File: src/rtl/charfetch_pkg.sv
package charfetch_pkg;
   localparam int unsigned BYTE_W        = 8;
   localparam int unsigned CTRL_BIT      = 6;  // set: control byte, executed by the CPU
   localparam int unsigned INV_BIT       = 7;  // set: inverse video
   localparam int unsigned CODE_BITS_MAX = 6;  // glyph index lives below the control bit
   localparam logic [BYTE_W-1:0] NOP_BYTE = '0;

   function automatic logic is_printable(input logic [BYTE_W-1:0] b);
      return !b[CTRL_BIT];
   endfunction
endpackage

File: src/rtl/charfetch_decode.sv
module charfetch_decode
   import charfetch_pkg::*;
#(
   parameter int unsigned ADDR_W   = 16,
   parameter int unsigned CODE_W   = 6,
   parameter int unsigned BASE_W   = 4,
   parameter int unsigned BASE_LSB = 9
) (
   input  logic                clk,
   input  logic                rst_n,
   input  logic                cpu_ce,
   input  logic [ADDR_W-1:0]   bus_addr,
   input  logic                bus_m1,
   input  logic                bus_rfsh,
   input  logic [BYTE_W-1:0]   mem_data,
   output logic [BYTE_W-1:0]   cpu_data,
   output logic                rd_req,
   output logic [CODE_W-1:0]   rd_code,
   output logic                rd_inv,
   output logic [BASE_W-1:0]   rd_base
);
   localparam int unsigned SEL_BIT = ADDR_W - 1;

   logic              disp_hit;
   logic              m1_q;
   logic              rf_q;
   logic              vld_q;
   logic [CODE_W-1:0] code_q;
   logic              inv_q;
   logic              unused_addr_bits;

   assign unused_addr_bits = ^bus_addr;

   // Display fetch of a printable byte: substitute a no-op.
   assign disp_hit = bus_m1 && bus_addr[SEL_BIT] && is_printable(mem_data);
   assign cpu_data = disp_hit ? NOP_BYTE : mem_data;

   // Second refresh clock (refresh seen on the previous CPU clock too).
   assign rd_req  = cpu_ce && bus_rfsh && rf_q && vld_q;
   assign rd_code = code_q;
   assign rd_inv  = inv_q;
   assign rd_base = bus_addr[BASE_LSB +: BASE_W];

   always_ff @(posedge clk) begin
      if (!rst_n) begin
         m1_q   <= 1'b0;
         rf_q   <= 1'b0;
         vld_q  <= 1'b0;
         code_q <= '0;
         inv_q  <= 1'b0;
      end else if (cpu_ce) begin
         m1_q <= bus_m1;
         rf_q <= bus_rfsh;
         if (disp_hit && m1_q) begin
            // second fetch clock: capture the character
            code_q <= mem_data[CODE_W-1:0];
            inv_q  <= mem_data[INV_BIT];
            vld_q  <= 1'b1;
         end else if (rd_req || (bus_m1 && !m1_q)) begin
            vld_q <= 1'b0;
         end
      end
   end
endmodule

File: src/rtl/charfetch_rowctr.sv
module charfetch_rowctr #(
   parameter int unsigned ROW_W = 3
) (
   input  logic             clk,
   input  logic             rst_n,
   input  logic             hsync,
   output logic [ROW_W-1:0] row
);
   logic hs_q;

   always_ff @(posedge clk) begin
      if (!rst_n) begin
         hs_q <= 1'b0;
         row  <= '0;
      end else begin
         hs_q <= hsync;
         if (hsync && !hs_q) begin
            row <= row + ROW_W'(1);
         end
      end
   end
endmodule

File: src/rtl/charfetch_shifter.sv
module charfetch_shifter #(
   parameter int unsigned PIX_W   = 8,
   parameter int unsigned ROM_LAT = 1
) (
   input  logic             clk,
   input  logic             rst_n,
   input  logic             rd_req,
   input  logic             rd_inv,
   input  logic [PIX_W-1:0] glyph_data,
   output logic             pix_out
);
   localparam int unsigned CNT_W = $clog2(PIX_W + 1);

   logic [ROM_LAT-1:0] vld_pipe;
   logic [ROM_LAT-1:0] inv_pipe;
   logic               load;
   logic               load_inv;
   logic [PIX_W-1:0]   sr;
   logic [CNT_W-1:0]   left;

   // Delay line matching the glyph memory latency.
   generate
      if (ROM_LAT == 1) begin : g_lat_one
         always_ff @(posedge clk) begin
            if (!rst_n) begin
               vld_pipe <= '0;
               inv_pipe <= '0;
            end else begin
               vld_pipe <= rd_req;
               inv_pipe <= rd_inv;
            end
         end
      end else begin : g_lat_many
         always_ff @(posedge clk) begin
            if (!rst_n) begin
               vld_pipe <= '0;
               inv_pipe <= '0;
            end else begin
               vld_pipe <= {vld_pipe[ROM_LAT-2:0], rd_req};
               inv_pipe <= {inv_pipe[ROM_LAT-2:0], rd_inv};
            end
         end
      end
   endgenerate

   assign load     = vld_pipe[ROM_LAT-1];
   assign load_inv = inv_pipe[ROM_LAT-1];

   always_ff @(posedge clk) begin
      if (!rst_n) begin
         sr   <= '0;
         left <= '0;
      end else if (load) begin
         sr   <= glyph_data ^ {PIX_W{load_inv}};
         left <= CNT_W'(PIX_W);
      end else if (left != '0) begin
         sr   <= sr << 1;
         left <= left - CNT_W'(1);
      end
   end

   assign pix_out = (left != '0) && sr[PIX_W-1];
endmodule

File: src/rtl/charfetch_serializer.sv
module charfetch_serializer
   import charfetch_pkg::*;
#(
   parameter int unsigned ADDR_W  = 16,
   parameter int unsigned CODE_W  = 6,
   parameter int unsigned BASE_W  = 4,
   parameter int unsigned ROW_W   = 3,
   parameter int unsigned PIX_W   = 8,
   parameter int unsigned ROM_LAT = 1,
   localparam int unsigned GLYPH_AW = BASE_W + CODE_W + ROW_W
) (
   input  logic                clk,
   input  logic                rst_n,
   input  logic                cpu_ce,
   input  logic [ADDR_W-1:0]   bus_addr,
   input  logic                bus_m1,
   input  logic                bus_rfsh,
   input  logic [7:0]          mem_data,
   output logic [7:0]          cpu_data,
   input  logic                hsync,
   output logic                glyph_rd,
   output logic [GLYPH_AW-1:0] glyph_addr,
   input  logic [PIX_W-1:0]    glyph_data,
   output logic                pix_out
);
   localparam int unsigned BASE_LSB = CODE_W + ROW_W;

   generate
      if (CODE_W < 1 || CODE_W > CODE_BITS_MAX) begin : g_bad_code
         $error("CODE_W must lie in 1..%0d", CODE_BITS_MAX);
      end
      if (BASE_LSB + BASE_W > ADDR_W - 1) begin : g_bad_base
         $error("base lines overlap the display window bit");
      end
      if (ROM_LAT < 1) begin : g_bad_lat
         $error("ROM_LAT must be at least 1");
      end
      if (ROW_W < 1 || PIX_W < 1) begin : g_bad_geom
         $error("ROW_W and PIX_W must be positive");
      end
   endgenerate

   logic [CODE_W-1:0] rd_code;
   logic [BASE_W-1:0] rd_base;
   logic              rd_inv;
   logic [ROW_W-1:0]  row;

   charfetch_decode #(
      .ADDR_W  (ADDR_W),
      .CODE_W  (CODE_W),
      .BASE_W  (BASE_W),
      .BASE_LSB(BASE_LSB)
   ) u_decode (
      .clk     (clk),
      .rst_n   (rst_n),
      .cpu_ce  (cpu_ce),
      .bus_addr(bus_addr),
      .bus_m1  (bus_m1),
      .bus_rfsh(bus_rfsh),
      .mem_data(mem_data),
      .cpu_data(cpu_data),
      .rd_req  (glyph_rd),
      .rd_code (rd_code),
      .rd_inv  (rd_inv),
      .rd_base (rd_base)
   );

   charfetch_rowctr #(
      .ROW_W(ROW_W)
   ) u_rowctr (
      .clk  (clk),
      .rst_n(rst_n),
      .hsync(hsync),
      .row  (row)
   );

   charfetch_shifter #(
      .PIX_W  (PIX_W),
      .ROM_LAT(ROM_LAT)
   ) u_shifter (
      .clk       (clk),
      .rst_n     (rst_n),
      .rd_req    (glyph_rd),
      .rd_inv    (rd_inv),
      .glyph_data(glyph_data),
      .pix_out   (pix_out)
   );

   assign glyph_addr = {rd_base, rd_code, row};
endmodule

File: config.mk
export PLATFORM = sky130hd
export DESIGN_NAME = charfetch_serializer
export DESIGN_NICKNAME = d
export VERILOG_FILES = /design/src/rtl/charfetch_pkg.sv /design/src/rtl/charfetch_decode.sv /design/src/rtl/charfetch_rowctr.sv /design/src/rtl/charfetch_shifter.sv /design/src/rtl/charfetch_serializer.sv
export SDC_FILE = /design/constraint.sdc
export NUM_CORES = 1
export LEC_CHECK = 0
export ABC_AREA = 1
export BUFFER_PORTS_ARGS = -buffer_cell sky130_fd_sc_hd__buf_2
export CELL_PAD_IN_SITES_DETAIL_PLACEMENT = 1
export CELL_PAD_IN_SITES_GLOBAL_PLACEMENT = 2
export CORE_ASPECT_RATIO = 2
export CORE_MARGIN = 3
export CORE_UTILIZATION = 26
export CTS_BUF_LIST = sky130_fd_sc_hd__clkbuf_4 sky130_fd_sc_hd__clkbuf_8
export CTS_CLUSTER_DIAMETER = 40
export DETAILED_ROUTE_END_ITERATION = 10
export HOLD_SLACK_MARGIN = 0.12
export PLACE_DENSITY_LB_ADDON = 0.15
export SYNTH_ARGS = -nofsm -noshare
export SYNTH_HDL_FRONTEND = slang
export SYNTH_SLANG_ARGS = --single-unit
File: constraint.sdc
create_clock -name clk -period 2.9 [get_ports clk]
set_input_delay 0.58 -clock clk [delete_from_list [all_inputs] [get_ports clk]]
set_output_delay 0.58 -clock clk [all_outputs]
set_load 0.05 [all_outputs]
=== Word-level counts from Yosys, hierarchy flattened ===
Index checks and enable logic that the tools add are counted.

* Muxes and demuxes: 7
* Add/sub/neg operators: 2
* Bitwise logic cells: 2
* Reductions and logical operators: 19

{| class="wikitable"
|+ Operator list
! kind !! number
|-
| $mux W8 || 3
|-
| $logic_and A1 B1 Y1 || 9
|-
| $mux W4 || 2
|-
| $xor A8 B8 Y8 || 1
|-
| $reduce_and A2 Y1 || 2
|-
| $reduce_bool A2 Y1 || 2
|-
| $reduce_bool A4 Y1 || 1
|-
| $sub A4 B1 Y4 const B || 1
|-
| $add A3 B1 Y3 const B || 1
|-
| $logic_not A1 Y1 || 3
|-
| $mux W1 || 2
|-
| $reduce_or A2 Y1 || 1
|-
| $logic_or A1 B1 Y1 || 1
|-
| $not A1 Y1 || 1
|}

* Flip-flop bits (word level): 28

=== Depth between registers and ports, before layout ===
Gate-level depths: netlist (run 1).

* Depth after elaboration: 6
* Mapped depth: 8

=== Modules after synthesis ===
From an unflattened synthesis (run 1), not the netlist that was laid out.

* Cell total of the unflattened synthesis: 228
* Area, all modules: 1488.9 sq um

{| class="wikitable"
|+ Modules (own cells, without submodules)
! module !! cells an instance !! instances !! area each (sq um) !! sequential area each (sq um)
|-
| charfetch_shifter || 122 || 1 || 769.5 || 280.3
|-
| charfetch_decode || 81 || 1 || 539.3 || 200.2
|-
| charfetch_rowctr || 25 || 1 || 180.2 || 80.1
|}

=== Worst setup path after synthesis (run 1) ===
OpenSTA, ideal clock, no wires.

* Kind: reg2out
* Start: register u_shifter.left[0]
* End: output pix_out
* Cell stages (with the launch flop): 7
* Setup slack: 809 ps
* Arrival: 1511 ps
* Path buffers: 1
* Data required time: 2320 ps
* Cell sequence: dfxtp_1 -> inv_1 -> ha_1 -> buf_2 -> nand2_1 -> nor2_2 -> nor2_1

* Word-level cells in the longest chain between the ends: 2

{| class="wikitable"
|+ RTL lines
! element !! line !! RTL
|-
| from (decl) || charfetch_shifter.sv:19 || <nowiki>logic [CNT_W-1:0] left;</nowiki>
|-
| from (signal assigned) || charfetch_shifter.sv:55 || <nowiki>left <= CNT_W'(PIX_W);</nowiki>
|-
| from (signal assigned) || charfetch_shifter.sv:58 || <nowiki>left <= left - CNT_W'(1);</nowiki>
|-
| $reduce_bool A4 Y1 || charfetch_shifter.sv:62 || <nowiki>assign pix_out = (left != '0) && sr[PIX_W-1];</nowiki>
|-
| $logic_and A1 B1 Y1 || charfetch_shifter.sv:62 ||
|-
| to (decl) || charfetch_serializer.sv:24 || <nowiki>output logic pix_out</nowiki>
|}

No other way between the ends.

=== Worst setup path in the final report (run 1) ===
Ends and elaborated chain as after synthesis.

==> flow_summary.toml, run 1 <==
[sta]
fin_skew_ps = 4.346
setup_slack_ps = 567.9
max_freq_mhz = 428.8
worst_slew_pin_slew_ps = 555.7
period_share_pct = 80.42
tns_ps = 0
finalCriticalPeriod_ps = 2332
drv_slew = 0
max_slew_margin_pct = 62.90
setup_viol = 0
finalHoldViolations = 0
rsz0062_at_grt = "false"

[worst_setup_path]
required_ps = 2320
worstSetupPathType = "reg -> out"
r2r-start = "u_shifter.left[0]"
reg2reg_setup_slack_ps = 1410
startpoint_type = "flop"
r2r-end = "u_shifter.sr[0]"
reg2reg_depth = 6
end_kind = "output port"
cp_data_arrival_time_ps = 1750
crit_fanout = 9

[hold_path]
min_path_type = "reg -> reg"
holdCritStartpoint = "u_decode.rd_inv"
whs_endpoint = "u_shifter.inv_pipe"
holdPathStages = 2

[drt]
viasPerCell = 4.508
routed_wl_um = 3548
wl_per_cell_um = 11.48
drtIter0Drc = 19
drt_pass1_iterations = 4
final_antenna_net_count = 0
drc = 0
num_vias = 1393

[global_routing]
grt_overflow_total = 0
antenna_found_initial = 0
grt_pass1_vias = 1449
grt_pass1_wl_um = 6306
track_usage_pct = 12.15
grt_max_degree = 19

[clock_tree]
root_buffer = "clkbuf_8"
hold_buffers = 0
clkSinkCount = 28
worstSkewPairLatency_ps = 280
cts_tree = "yes"
cts_htree_levels = 1
clk_pin_slew_ps = 100
cts_setup_buffers = 0
ctsResizeCount = 0
cts_buffers = 3
cts_max_path_buffers = 2

[yosys]
yosysSeqAreaShare_pct = 39.40
syn_area_per_cell_sq_um = 6.556
synth_area_leader_cell = "dfxtp_1"
synth_cells = 217
synth_edf_count = 0
synth.net_count = 258
yosys.area.top_type_share_pct = 39.40
ys_warn_count = 0
ys_types = 23
async_reset_ff_share_pct = 0
synth.area.top_cells = "dfxtp_1, nand2_1, nor2_1"
ys_ff_latch = 28
synthTopCellsByCount = "nand2_1, nor2_1, dfxtp_1"
yosysMostFrequentCell = "nand2_1"
syn_area_sq_um = 1423
yosys_most_used_dff = "dfxtp_1"

[job]
maxCapViolCount = 0

[power_and_ir_drop]
p_per_area_nw_per_um2 = 835.6
leakage_nw = 0.8714
ir_drop_uv = 351.6
total_power_mw = 1.421

[die]
die_area_sq_um = 6449
ioPinCount = 61
fp.coreArea_sq_um = 5231
chipWidth_um = 58.31
num_rows = 37
initial_utilization_pct = 27.19
die_h_um = 110.6

[cells_and_area]
final_layout_size_suffix_gt1_share_pct = 21.51
seq_area_sq_um = 560.5
fillers = 700
area_growth_pct = 19.53
multi_input_area_sq_um = 693.2
diodes = 0
utilization_pct = 32.50
fin_nets = 293

[place]
dp_slack_ps = 818.5
hpwl_um = 2812
place.gp.congestion = 0.7425
numPortBuffers = 41

[outcome]
status = "finished, final reports clean"
power by group:
group	internal, mW	switching, mW	leakage [nW]
Clock	0.185	0.130	0.0357
Sequential	0.466	0.0479	0.229
Combinational	0.205	0.387	0.606
Total	0.856	0.565	0.871
worst max-delay path, cell delays in order, from the launching register on:
cell and delay, ps:
dfxtp_1 330, inv_1 110, ha_1 410, nand2_1 140
nor2_2 220, nor2_1 60, buf_2 210
cells by family after synthesis:
logic type      synth area share (%)
compound gates                 7.476
xor+xnor                       1.232
fa+ha+maj                      2.639
buf+inv                        11.87
flops                          39.40
simple gates                   37.38
metrics by stage:
| stage | cell area [sq um] | hold WS (ps) | cells |
|---|---|---|---|
| finish | 1700 | 430.9 | 309 |
| global route | 1700 | 467.0 | 309 |
| CTS | 1700 | 436.5 | 309 |
| detailed placement | 1629 | 420.7 | 305 |
| global placement | 1629 | 412.0 | 305 |
| floorplan | 1423 | 407.5 | 217 |
final cells by class:
type                    instances  share of cell area, %
clock inverters                 1                  1.766
repair buffers                 41                  12.07
inverters                      26                  5.740
flip-flops and latches         28                  32.97
clock buffers                   3                  2.428
well taps                      58                  4.268
multi-input cells             152                  40.77
flip-flops by register name, summed over array words and instances, names as in the netlist:
signal,cells
u_shifter.sr,8
u_shifter.inv_pipe,1
u_shifter.load,1
u_rowctr.hs_q,1
u_decode.m1_q,1
u_decode.rd_inv,1
u_decode.rf_q,1
u_rowctr.row,3
u_decode.vld_q,1
u_decode.rd_code,6
u_shifter.left,4
cell usage in the layout, fill, tap and decap left out:
| cell type | netlist | layout |
|---|---|---|
| a21oi_1 | 13 | 13 |
| a21oi_2 | 1 | 1 |
| buf_2 | 3 | 41 |
| bufinv_16 | 0 | 1 |
| clkbuf_8 | 0 | 3 |
| dfxtp_1 | 28 | 28 |
| ha_1 | 3 | 3 |
| inv_1 | 24 | 24 |
| inv_2 | 2 | 2 |
| nand2_1 | 61 | 61 |
| nand2_2 | 2 | 2 |
| nand3_1 | 12 | 12 |
| nand3_4 | 1 | 1 |
| nand4_1 | 1 | 1 |
| nor2_1 | 46 | 46 |
| nor2_2 | 1 | 1 |
| nor2_4 | 2 | 2 |
| nor3_1 | 1 | 1 |
| o21ai_0 | 5 | 5 |
| o21bai_1 | 1 | 1 |
| xnor2_1 | 1 | 1 |
| xor2_1 | 1 | 1 |
metal layers:
layer | share of wire [%] | vias to the layer above | track usage (%) | routed length [um]
met5 | 0 | - | 0 | 0
met4 | 1.5 | 0 | 4.180 | 54
met3 | 5.7 | 5 | 2.924 | 201
met2 | 56 | 34 | 23.30 | 1981
met1 | 37 | 632 | 11.77 | 1310
li1 | - | 722 | - | -
worst max path at each step:
stage                         end  slack (ps)         startpoint
final                     pix_out         570  u_shifter.left[0]
after global routing      pix_out         350  u_shifter.left[0]
after CTS                 pix_out         490  u_shifter.left[0]
after detailed placement  pix_out         820  u_shifter.left[0]
after global placement    pix_out         850  u_shifter.left[0]
after floorplan           pix_out         810  u_shifter.left[0]
Power figures use the tool's default switching activity.
==> run 2, diff against run 1 <==
--- a/config.mk
+++ b/config.mk
@@ -5,13 +5,13 @@
 export SDC_FILE = /design/constraint.sdc
 export NUM_CORES = 1
 export LEC_CHECK = 0
-export ABC_AREA = 1
+export ABC_AREA = 0
 export BUFFER_PORTS_ARGS = -buffer_cell sky130_fd_sc_hd__buf_2
 export CELL_PAD_IN_SITES_DETAIL_PLACEMENT = 1
 export CELL_PAD_IN_SITES_GLOBAL_PLACEMENT = 2
 export CORE_ASPECT_RATIO = 2
 export CORE_MARGIN = 3
-export CORE_UTILIZATION = 26
+export CORE_UTILIZATION = 27
 export CTS_BUF_LIST = sky130_fd_sc_hd__clkbuf_4 sky130_fd_sc_hd__clkbuf_8
 export CTS_CLUSTER_DIAMETER = 40
 export DETAILED_ROUTE_END_ITERATION = 10
==> constraint.sdc (replaced) <==
create_clock -name clk -period 2.4 [get_ports clk]
set_input_delay 0.48 -clock clk [delete_from_list [all_inputs] [get_ports clk]]
set_output_delay 0.48 -clock clk [all_outputs]
set_load 0.05 [all_outputs]
==> run 2 against run 1 <==
Compared with the run above: non-clock buffer count is 1 higher; synthesized cell count is 31% lower; cell count is 23% lower; area after synthesis is 5.2% lower; global-route usage fell by 0.34 points; via count is 19% lower; sequential cell count did not move; worst hold slack better by 17 ps; combinational power is 17% lower; clock skew up 0.75 ps; first-iteration DRC count shrank 37%; largest power group is now registers.
==> flow_summary.toml, run 2 <==
[outcome]
status = "finished, final reports clean"

[cells_and_area]
final_layout_size_suffix_gt1_share_pct = 30.98
fin_nets = 226
area_growth_pct = 19.57
fin_area_sq_um = 1613
final_common_cell = "buf_2"
diodes = 0
layout_common_cells = "buf_2, dfxtp_1, nand2_1"
largest_reg_flops = 8
utilization_pct = 34.10
largest-register = "u_shifter.sr"
final_cells = 239
fillers = 599

[drt]
drt_pass1_iterations = 2
drtIter0Drc = 12
wl_per_cell_um = 13.41
routed_wl_um = 3205
num_vias = 1135
viasPerCell = 4.749
final_antenna_net_count = 0
drc = 0

[clock_tree]
clkSinkCount = 28
clk_pin_slew_ps = 100
cts_tree = "yes"
ctsResizeCount = 0
worstSkewPairLatency_ps = 270
cts_setup_buffers = 0
hold_buffers = 0
cts_max_path_buffers = 2
cts_htree_levels = 1
root_buffer = "clkbuf_8"
cts_buffers = 3

[worst_setup_path]
worstSetupStartpoint = "u_shifter.left[0]"
r2r-start = "u_shifter.left[0]"
crit_family = "flip-flops"
reg2reg_setup_slack_ps = 680
worstSetupPathType = "reg -> out"
required_ps = 1920
end_kind = "output port"
startpoint_type = "flop"
slowest_delay_ps = 350
path_buf_inv = 2
cp_data_arrival_time_ps = 1520
r2r-end = "u_shifter.sr[7]"
crit_fanout = 3
path_cells = "inv_1, ha_1, nor3b_4, and2b_2, buf_2"
reg2reg_depth = 6
cp_slowest_cell = "dfxtp_1"

[sta]
max_slew_margin_pct = 58.57
period_share_pct = 83.50
worst_slew_pin_slew_ps = 620.7
drv_slew = 0
setup_slack_ps = 396.1
fin_skew_ps = 5.093
finalCriticalPeriod_ps = 2004
setup_viol = 0
finalHoldWorstSlack_ps = 447.6
rsz0062_at_grt = "false"
tns_ps = 0
finalHoldViolations = 0
max_freq_mhz = 499.0

[global_routing]
grt_pass1_vias = 1313
grt_use_met3_pct = 2.430
grt_max_degree = 21
grt_overflow_total = 0
grt_pass1_wl_um = 5713
track_usage_pct = 11.81
antenna_found_initial = 0
use_met2_pct = 23.62
grt.busiest_layer = "met2"
grt_use_met1_pct = 11.38

[yosys]
syn_area_sq_um = 1349
ys_types = 32
yosysSeqAreaShare_pct = 41.56
synth_area_leader_cell = "dfxtp_1"
synth.net_count = 191
yosys_most_used_dff = "dfxtp_1"
synth_edf_count = 0
ys_ff_latch = 28
yosysMostFrequentCell = "dfxtp_1"
synthTopCellsByCount = "dfxtp_1, nand2_1, nor2_1"
ys_warn_count = 0
syn_area_per_cell_sq_um = 8.992
synth_cells = 150
async_reset_ff_share_pct = 0
yosys.area.top_type_share_pct = 41.56
synth.area.top_cells = "dfxtp_1, mux2i_1, nand2_1"

[power_and_ir_drop]
ir_drop_uv = 411.5
p_per_area_nw_per_um2 = 848.9
total_power_mw = 1.369
leakage_nw = 0.7153

[place]
placed_area_sq_um = 1558
numPortBuffers = 41
place.gp.congestion = 0.6750
dp_slack_ps = 564.8
hpwl_um = 2563
dp_cells = 235

[die]
chipWidth_um = 55.98
die_h_um = 106.0
num_rows = 35
initial_utilization_pct = 28.52
fp.coreArea_sq_um = 4730
ioPinCount = 61
die_area_sq_um = 5931

[hold_path]
holdPathStages = 3
min_path_type = "in -> reg"
whs_endpoint = "u_decode.rd_inv"
holdCritStartpoint = "mem_data[7]"

[job]
maxCapViolCount = 0
run 2: changes by cell type after synthesis, sizes merged, moves of 3 or more:
cell	before	now
a21oi	14	8
and2	0	9
inv	26	4
mux2i	0	11
nand2	63	24
nand3	13	1
nor2	49	15
o21ai	5	2
o311a	0	5
xnor2	1	9
run 2: area by class of cell:
cell class / instances / area, sq um / area share (%)
clock buffers: 4 / 55.05 / 3.413
inverters: 4 / 15.01 / 0.9310
well taps: 55 / 68.82 / 4.267
multi-input cells: 106 / 700.7 / 43.44
repair buffers: 42 / 212.7 / 13.19
flip-flops and latches: 28 / 560.5 / 34.76
run 2: worst max path at each step:
stage | slack [ps] | to | cells past startpoint
after floorplan | 530 | pix_out | 5
after global placement | 570 | cpu_data[7] | 4
after detailed placement | 560 | cpu_data[7] | 4
after CTS | 370 | pix_out | 5
after global routing | 290 | pix_out | 5
final | 400 | pix_out | 5
run 2: where the power goes:
| part | switching [mW] | total (mW) | internal (mW) |
|---|---|---|---|
| clock network | 0.150 | 0.297 | 0.147 |
| logic | 0.268 | 0.490 | 0.223 |
| registers | 0.0470 | 0.582 | 0.535 |
| total | 0.465 | 1.37 | 0.904 |
run 2: logic make-up after synthesis:
logic type	synth area share, %
buf+inv	6.493
simple gates	21.61
flops	41.56
xor+xnor	7.793
mux	8.998
fa+ha+maj	2.783
compound gates	10.76
run 2: worst register-to-register path, stage by stage, from the launching register on:
cell and delay [ps]:
dfxtp_1 330, inv_1 110, ha_1 190, nor3b_4 180
buf_4 250, mux2_2 360, a211oi_1 220
run 2: metal layers:
metal  vias up  part of all wire [%]
met4         0                  0.84
li1        563                     -
met5         -                     0
met2        29                    59
met3         2                   5.1
met1       541                    35
